[config.mk]
export PLATFORM = sky130hd
export DESIGN_NAME = spi_xfer_engine
export DESIGN_NICKNAME = d
export VERILOG_FILES = /design/src/rtl/spi_eng_pkg.sv /design/src/rtl/spi_eng_baud.sv /design/src/rtl/spi_eng_sync.sv /design/src/rtl/spi_eng_shift.sv /design/src/rtl/spi_xfer_engine.sv
export SDC_FILE = /design/constraint.sdc
export NUM_CORES = 1
export LEC_CHECK = 0
export ABC_AREA = 1
export BUFFER_PORTS_ARGS = -buffer_cell sky130_fd_sc_hd__buf_2
export CORE_UTILIZATION = 62
export DETAILED_ROUTE_END_ITERATION = 8
export GPL_TIMING_DRIVEN = 0
export PLACE_DENSITY = 0.95
export SLEW_MARGIN = 20
export SYNTH_ARGS = -nofsm -noshare
export SYNTH_HDL_FRONTEND = slang
export SYNTH_HIERARCHICAL = 1
export SYNTH_SLANG_ARGS = --single-unit
[constraint.sdc]
create_clock -name clk -period 5.6 [get_ports clk]
set_clock_uncertainty 0.1 [all_clocks]
set_input_delay 0.28 -clock clk [delete_from_list [all_inputs] [get_ports clk]]
set_output_delay 0.28 -clock clk [all_outputs]
set_load 0.05 [all_outputs]
[src/rtl/spi_eng_pkg.sv]
package spi_eng_pkg;
  // one clock-cycle strobes for the two serial clock edges
  typedef struct packed {
    logic rise;
    logic fall;
  } sck_evt_t;
endpackage

[src/rtl/spi_eng_baud.sv]
module spi_eng_baud #(
  parameter int DIV_W = 16
) (
  input  logic             clk,
  input  logic             rst_n,
  input  logic [DIV_W-1:0] reload,
  input  logic             run,
  input  logic             restart,
  output logic             tick
);
  logic [DIV_W-1:0] cnt_q, cnt_d, reload_eff;

  always_comb begin
    reload_eff = (reload == '0) ? DIV_W'(1) : reload;
    tick       = run && (cnt_q <= DIV_W'(1));
  end

  always_comb begin
    cnt_d = cnt_q;
    if (restart)  cnt_d = reload_eff;
    else if (run) cnt_d = tick ? reload_eff : cnt_q - DIV_W'(1);
  end

  always_ff @(posedge clk or negedge rst_n) begin
    if (!rst_n) cnt_q <= '0;
    else        cnt_q <= cnt_d;
  end
endmodule

[src/rtl/spi_eng_sync.sv]
module spi_eng_sync
  import spi_eng_pkg::*;
(
  input  logic     clk,
  input  logic     rst_n,
  input  logic     sck_i,
  input  logic     ss_n_i,
  input  logic     sdi_i,
  output sck_evt_t evt,
  output logic     ss_act,
  output logic     sdi_s
);
  logic [2:0] sck_sh;
  logic [1:0] ss_sh, sdi_sh;

  always_ff @(posedge clk or negedge rst_n) begin
    if (!rst_n) begin
      sck_sh <= '0;
      ss_sh  <= 2'b11;
      sdi_sh <= '0;
    end else begin
      sck_sh <= {sck_sh[1:0], sck_i};
      ss_sh  <= {ss_sh[0], ss_n_i};
      sdi_sh <= {sdi_sh[0], sdi_i};
    end
  end

  always_comb begin
    evt.rise = sck_sh[1] & ~sck_sh[2];
    evt.fall = ~sck_sh[1] & sck_sh[2];
    ss_act   = ~ss_sh[1];
    sdi_s    = sdi_sh[1];
  end
endmodule

[src/rtl/spi_eng_shift.sv]
module spi_eng_shift
  import spi_eng_pkg::*;
#(
  parameter int DATA_W = 8,
  parameter int LEN_W  = 3
) (
  input  logic              clk,
  input  logic              rst_n,
  input  logic              load,
  input  logic              start,
  input  logic [DATA_W-1:0] ld_data,
  input  sck_evt_t          evt,
  input  logic              abort,
  input  logic [LEN_W-1:0]  len_m1,
  input  logic              sdi,
  output logic [DATA_W-1:0] sr,
  output logic              active,
  output logic              done_pulse
);
  logic [DATA_W-1:0] sr_q, sr_d;
  logic [LEN_W-1:0]  cnt_q, cnt_d;
  logic              act_q, act_d, cap_q, cap_d;

  always_comb begin
    sr_d       = sr_q;
    cnt_d      = cnt_q;
    act_d      = act_q;
    cap_d      = cap_q;
    done_pulse = 1'b0;
    if (start) begin
      sr_d  = ld_data;
      act_d = 1'b1;
      cnt_d = '0;
    end else begin
      if (load) sr_d = ld_data;
      if (abort) begin
        act_d = 1'b0;
        cnt_d = '0;
      end else begin
        if (evt.rise) begin
          cap_d = sdi;
          act_d = 1'b1;
        end
        if (evt.fall && act_q) begin
          sr_d = {sr_q[DATA_W-2:0], cap_q};
          if (cnt_q == len_m1) begin
            act_d      = 1'b0;
            cnt_d      = '0;
            done_pulse = 1'b1;
          end else begin
            cnt_d = cnt_q + 1'b1;
          end
        end
      end
    end
  end

  always_ff @(posedge clk or negedge rst_n) begin
    if (!rst_n) begin
      sr_q  <= '0;
      cnt_q <= '0;
      act_q <= 1'b0;
      cap_q <= 1'b0;
    end else begin
      sr_q  <= sr_d;
      cnt_q <= cnt_d;
      act_q <= act_d;
      cap_q <= cap_d;
    end
  end

  assign sr     = sr_q;
  assign active = act_q;
endmodule

[src/rtl/spi_xfer_engine.sv]
module spi_xfer_engine
  import spi_eng_pkg::*;
#(
  parameter int  DATA_W = 8,
  parameter int  DIV_W  = 16,
  localparam int LEN_W  = $clog2(DATA_W),
  localparam int HI_W   = DIV_W - DATA_W
) (
  input  logic              clk,
  input  logic              rst_n,
  input  logic              cfg_en,
  input  logic              cfg_master,
  input  logic [LEN_W-1:0]  cfg_len_m1,
  input  logic              tmr_irq_en,
  input  logic [DATA_W-1:0] wr_data,
  input  logic              data_wr,
  input  logic              data_rd,
  input  logic              div_lo_wr,
  input  logic              div_hi_wr,
  input  logic              stat_wr,
  output logic [DATA_W-1:0] rd_data,
  output logic              st_busy,
  output logic              st_done,
  output logic              st_ovr,
  output logic              tmr_irq,
  output logic              sck_o,
  output logic              ss_n_o,
  input  logic              sck_i,
  input  logic              ss_n_i,
  output logic              sdo_o,
  input  logic              sdi_i
);
  logic [DIV_W-1:0]  div_q, div_d;
  logic              sck_q, sck_d, done_q, done_d, ovr_q, ovr_d, irq_q, irq_d;
  logic              m_mode, s_mode, tmr_mode, active, tick, m_tick;
  logic              start, load, abort, run, done_pulse, ss_act, sdi_s, sdi_sel;
  logic [DATA_W-1:0] sr;
  sck_evt_t          evt_s, evt_sel;

  always_comb begin
    m_mode   = cfg_en & cfg_master;
    s_mode   = cfg_en & ~cfg_master;
    tmr_mode = ~cfg_en & tmr_irq_en;
    start    = data_wr & ~active & m_mode;
    load     = data_wr & ~active & ~m_mode;
    abort    = ~cfg_en | (s_mode & ~ss_act);
    run      = (m_mode & active) | tmr_mode;
    m_tick   = tick & m_mode & active;
    if (m_mode) begin
      evt_sel.rise = m_tick & ~sck_q;
      evt_sel.fall = m_tick & sck_q;
    end else if (s_mode & ss_act) begin
      evt_sel = evt_s;
    end else begin
      evt_sel = '0;
    end
    sdi_sel = m_mode ? sdi_i : sdi_s;
  end

  spi_eng_baud #(.DIV_W(DIV_W)) baud_i (
    .clk(clk), .rst_n(rst_n), .reload(div_q), .run(run),
    .restart(start), .tick(tick)
  );

  spi_eng_sync sync_i (
    .clk(clk), .rst_n(rst_n), .sck_i(sck_i), .ss_n_i(ss_n_i), .sdi_i(sdi_i),
    .evt(evt_s), .ss_act(ss_act), .sdi_s(sdi_s)
  );

  spi_eng_shift #(.DATA_W(DATA_W), .LEN_W(LEN_W)) shift_i (
    .clk(clk), .rst_n(rst_n), .load(load), .start(start), .ld_data(wr_data),
    .evt(evt_sel), .abort(abort), .len_m1(cfg_len_m1), .sdi(sdi_sel),
    .sr(sr), .active(active), .done_pulse(done_pulse)
  );

  always_comb begin
    div_d = div_q;
    if (div_lo_wr) div_d[DATA_W-1:0]     = wr_data;
    if (div_hi_wr) div_d[DIV_W-1:DATA_W] = wr_data[HI_W-1:0];

    sck_d = sck_q;
    if (!m_mode || start) sck_d = 1'b0;
    else if (m_tick)      sck_d = ~sck_q;

    done_d = done_q;
    if (done_pulse)   done_d = 1'b1;
    else if (data_rd) done_d = 1'b0;

    ovr_d = ovr_q;
    if (data_wr && active)          ovr_d = 1'b1;
    else if (stat_wr && wr_data[0]) ovr_d = 1'b0;

    irq_d = tick & tmr_mode;
  end

  always_ff @(posedge clk or negedge rst_n) begin
    if (!rst_n) begin
      div_q  <= '0;
      sck_q  <= 1'b0;
      done_q <= 1'b0;
      ovr_q  <= 1'b0;
      irq_q  <= 1'b0;
    end else begin
      div_q  <= div_d;
      sck_q  <= sck_d;
      done_q <= done_d;
      ovr_q  <= ovr_d;
      irq_q  <= irq_d;
    end
  end

  assign rd_data = sr;
  assign st_busy = active;
  assign st_done = done_q;
  assign st_ovr  = ovr_q;
  assign tmr_irq = irq_q;
  assign sck_o   = sck_q;
  assign ss_n_o  = ~(m_mode & active);
  assign sdo_o   = sr[DATA_W-1];
endmodule

* After elaboration in Yosys (flattened, before gate mapping)
Index checks and enable logic that the tools add are counted.
** Storage, ports and cells
- Register bits after elaboration :: 56
- Bits of input ports :: 24
- Logic and storage cells :: 90
** Operators by class
- Add/sub/neg operators :: 2
- $lt $le $gt $ge :: 1
- Equal/unequal tests :: 1
- Muxes and demuxes :: 30
- Bitwise gates (word level) :: 29
- Reduce and logical (&&, ||, !) cells :: 13
** Operators with widths (count)
- 2-to-1 mux 16 bit :: 4
- 2-to-1 mux 8 bit :: 4
- bitwise AND 1 bit :: 16
- less-or-equal comparator 16 x 1 -> 1 bit (second input constant) :: 1
- zero test 16 bit :: 1
- 2-to-1 mux 1 bit :: 16
- subtractor 16 x 1 -> 16 bit (second input constant) :: 1
- 2-to-1 mux 3 bit :: 4
- NOT 1 bit :: 11
- nonzero test 2 bit :: 4
- logical AND 1 bit :: 4
- 2-to-1 mux 2 bit :: 2
- adder 3 x 1 -> 3 bit (second input constant) :: 1
- equality test 3 bit :: 1
- AND reduction 3 bit :: 1
- nonzero test 3 bit :: 1
- bitwise OR 1 bit :: 2
- zero test 1 bit :: 1
- logical OR 1 bit :: 1

* Logic depth before layout (Yosys ltp)
- Depth in word-level cells :: 13
- Mapped depth :: 17

* Hierarchy
Netlist, hierarchy kept.
** By module, submodules not included
- spi_eng_baud :: instances 1, cells an instance 232, area each 1381.3 um2, sequential area each 400.4 um2
- spi_xfer_engine :: instances 1, cells an instance 68, area each 849.6 um2, sequential area each 500.5 um2
- spi_eng_shift :: instances 1, cells an instance 92, area each 729.4 um2, sequential area each 325.3 um2
- spi_eng_sync :: instances 1, cells an instance 12, area each 196.4 um2, sequential area each 177.7 um2

* Worst setup path after synthesis
OpenSTA, ideal clock, no wires.
- Kind :: reg2reg
- Start point :: register shift_i.act_q (netlist: shift_i/active)
- End point :: register shift_i.sr_q[4] (netlist: shift_i/sr[4])
- Setup time :: 0.072 ns
- Arrival time :: 3.027 ns
- Required time :: 5.428 ns
- Slack :: 2.401 ns
- Cell stages (with the launch flop) :: 16
- Clock period less this slack :: 3.199 ns
- Cells stage by stage :: dfrtp_1 nand2_1 o21ai_0 nand3_1 nor2_4 nand3_4 buf_4 inv_1 nand4_1 o21ai_0 nand2_2 or2_0 buf_6 nand3b_1 o21ai_1 nor2_1
** RTL lines
- start: declaration :: line spi_eng_shift.sv:22 : logic act_q, act_d, cap_q, cap_d;
- start signal: assignment :: line spi_eng_shift.sv:67 : act_q <= act_d;
- end signal: assignment :: line spi_eng_shift.sv:65 : sr_q <= sr_d;
- end: declaration :: line spi_eng_shift.sv:20 : logic [DATA_W-1:0] sr_q, sr_d;

==> out/metrics.cfg <==
[min_path]
whs_path_depth=2
min-delay-start=data_rd
min_to=st_done
worstHoldPathType=primary input to register

[floorplan]
fp.dieH_um=73.4
dieWidth_um=73.4
dieArea_um2=5380
rows=25
core_area_um2=4820
initial_core_util_pct=65.5
io_pins=39

[timing]
tightest_slew_ps=726
hold_viol_final=0
layout_setup_ws_ps=2590
period_needed_ps=3010
fmax_mhz=332
timing.slew.headroom_pct=51.6
drv_slew=0
min_period_over_period_pct=53.8
rsz0062_at_grt=no
setup_tns_ps=0
whs_ps=36.1
setup_viol=0

[logic_synthesis]
synthMuxAreaShare_pct=5.71
synth.area.top_cells=dfrtp_1 43%, nand2_1 15%, mux2_2 5.7%
synth_common_cells=123 x nand2_1, 54 x dfrtp_1, 45 x nor2_1
ys_ff_latch=56
synth.distinct_cells=38
synth_compound_area_share_pct=5.15
synth_nets=431
synth_top_family_by_area=simple AND/OR/NAND/NOR gates
ys.warnings.count=6
ys_dominant_reg_cell=dfrtp_1
synth_top_area_share_pct=42.8
synth_xor_area_share_pct=1.11
yosysTopAreaCell=dfrtp_1
synthSimpleGateAreaFrac_pct=33.8
ys_seq_area_share_pct=44.5
yosysMostFrequentCell=nand2_1
syn_avg_cell_area_um2=7.81
ys_async_sr_fraction_pct=100
syn-instance-count=404
synth_edf_count=0
synthAdderAreaFrac_pct=1.19
synth_area_um2=3160

[global_route]
grt_pass1_wl_um=13300
grt_pass1_vias=2921
grt_overflow=0
grt_start_max_net_pins=57
antenna_found_initial=0
grt_use_total_pct=32.8

[pwr]
power_density_nw_per_um2=365
cellLeakagePower_nw=1.84
p_comb_share_pct=35.5
power_frac_seq_pct=43.8
power.total_mw=1.31
p_clk_share_pct=20.7
intPower_mw=0.782
switching_share_pct=40.2
irDropWorstVdd_mv=0.234
power.switching_mw=0.525

[layout]
nets=478
final_area_um2=3580
multi_input_area_um2=1480
antenna_cells=0
drive_gt1_share_pct=21.2
fin_util_pct=74.3
instances_no_fill=519
syn_to_final_growth_pct=13.4
fillers=331
regArea_um2=1400

[critical_path]
cpMaxStageDelayCell=dfrtp_1
crit_required_ps=5740
ff2ff_path_depth=15
crit_top_cell=o21ai_0
critical-path-max-stage-delay_ps=520
cp-start-kind=register
rrSetupSlack_ps=2590
worst_ep_arrival_time_ps=3160
path_cells=nand2_1, o21ai_0, nand3_1, nor2_4, nand3_4, buf_4, inv_1, nand4_1, o21ai_0, nand2_2, or2_0, buf_6, nand3b_1, o21ai_1, nor2_1
crit_path_max_fanout=10
crit_type=register to register
r2r-end=shift_i/sr[5]
end_kind=register
reg2reg_from=shift_i/active

[cts]
root_buffer=clkbuf_8
clk_pin_slew_ps=100
cts_made_buffers=5
clk_latency_ps=310
cts_tree=built
postCtsSetupRepairBufs=0
htree_levels=2
clkSinkCount=56
cts_buffer_depth=2
cts_resized=0

[detailed_routing]
vias_per_cell=5.64
drt-total-wl_um=7860
ant_nets=0
drt_pass1_iterations=4
dr.first_iter.drc_count=209
routed-via-count=2929
drc_errors=0
wire_per_inst_um=15.1

[place]
gp_congestion=0.913
placed_area_um2=3420
dp.cells=507
io_buffers=36
dp_hpwl_um=5460
pre_cts_slack_ps=2720

[status]
status=complete, no violations

[job]
max_cap_violations=0

==> per-layer routing <==
layer / part of all wire (%) / global-route usage, % / up-vias
li1: - / - / 1376
met1: 39 / 40.6 / 1363
met2: 49 / 53.9 / 144
met3: 7.5 / 7.41 / 46
met4: 4.5 / 17.5 / 0
met5: 0 / 0 / -
==> timing repair <==
action / CTS / global route
setup endpoints to repair: 0 / 0
endpoints found under the hold margin: 57 / 0
hold buffers: 4 / 0
==> cells in the final DEF, fill, tap and decap left out, types with 3 or more instances in the layout <==
| cell | Yosys | final |
|---|---|---|
| nand4_1 | 10 | 10 |
| nand2_2 | 3 | 3 |
| mux2_2 | 16 | 16 |
| dfrtp_1 | 54 | 54 |
| buf_2 | 5 | 40 |
| o21ai_0 | 8 | 8 |
| ha_1 | 3 | 3 |
| nand3b_1 | 7 | 7 |
| xor2_1 | 3 | 3 |
| dlygate4sd3_1 | 0 | 4 |
| o21ai_1 | 9 | 9 |
| nand3_1 | 26 | 26 |
| clkbuf_8 | 0 | 5 |
| buf_4 | 3 | 4 |
| nor3_1 | 10 | 10 |
| a21oi_1 | 4 | 4 |
| nor2_1 | 45 | 45 |
| inv_1 | 41 | 41 |
| nand2_1 | 123 | 123 |
| nor2_2 | 7 | 7 |
==> critical path, delay by kind of cell (launching register included) <==
family,cells,cell delay [ps]
AOI/OAI and AO/OA,3,550
and+or+nand+nor,9,1320
buffers and inverters,3,470
DFF,1,520
==> final cells by class <==
cell class	count	share of cell area [%]
multi-input combinational	289	41.4
inverter	46	5.00
tap	67	2.34
sequential	56	39.2
buffer	13	2.59
clock buffer	5	1.92
timing repair buffer	40	6.22
clock inverter	3	1.33
==> registers in the layout (all words and copies together) (netlist names) <==
signal          cells
sync_i/sck_sh       3
sync_i/sdi_sh       2
st_done             1
baud_i/cnt_q       16
st_ovr              1
shift_i/sr          8
div_q              16
tmr_irq             1
shift_i/cap_q       1
shift_i/active      1
sync_i/ss_sh        2
shift_i/cnt_q       3
sck_o               1
==> worst max-delay path by stage <==
stage | start | end | slack, ps | depth (start not counted)
floorplan | shift_i/active | shift_i/sr[4] | 2400 | 15
global placement | cfg_en | shift_i/sr[7] | 2840 | 18
detailed placement | cfg_en | shift_i/sr[5] | 2720 | 18
CTS | shift_i/active | shift_i/sr[5] | 2730 | 15
global route | shift_i/active | shift_i/sr[0] | 2460 | 15
finish | shift_i/active | shift_i/sr[5] | 2590 | 15
==> logic make-up after synthesis <==
kind of cell	count (synthesis)
buffers and inverters	59
xor gates and xnor gates	4
adders and majority gates	3
AOI/OAI and AO/OA	28
and+or+nand+nor	238
DFF	56
muxes	16
==> power groups by stage <==
stage	Clock [mW]	Combinational [mW]	Sequential (mW)
3_3_place_gp	0	0.433	0.572
5_1_grt	0.291	0.523	0.583
6_report	0.271	0.465	0.572
2_1_floorplan	0	0.319	0.597
3_5_place_dp	0	0.452	0.576
4_1_cts	0.275	0.461	0.569
No activity file was read; power rests on OpenSTA's default activity.
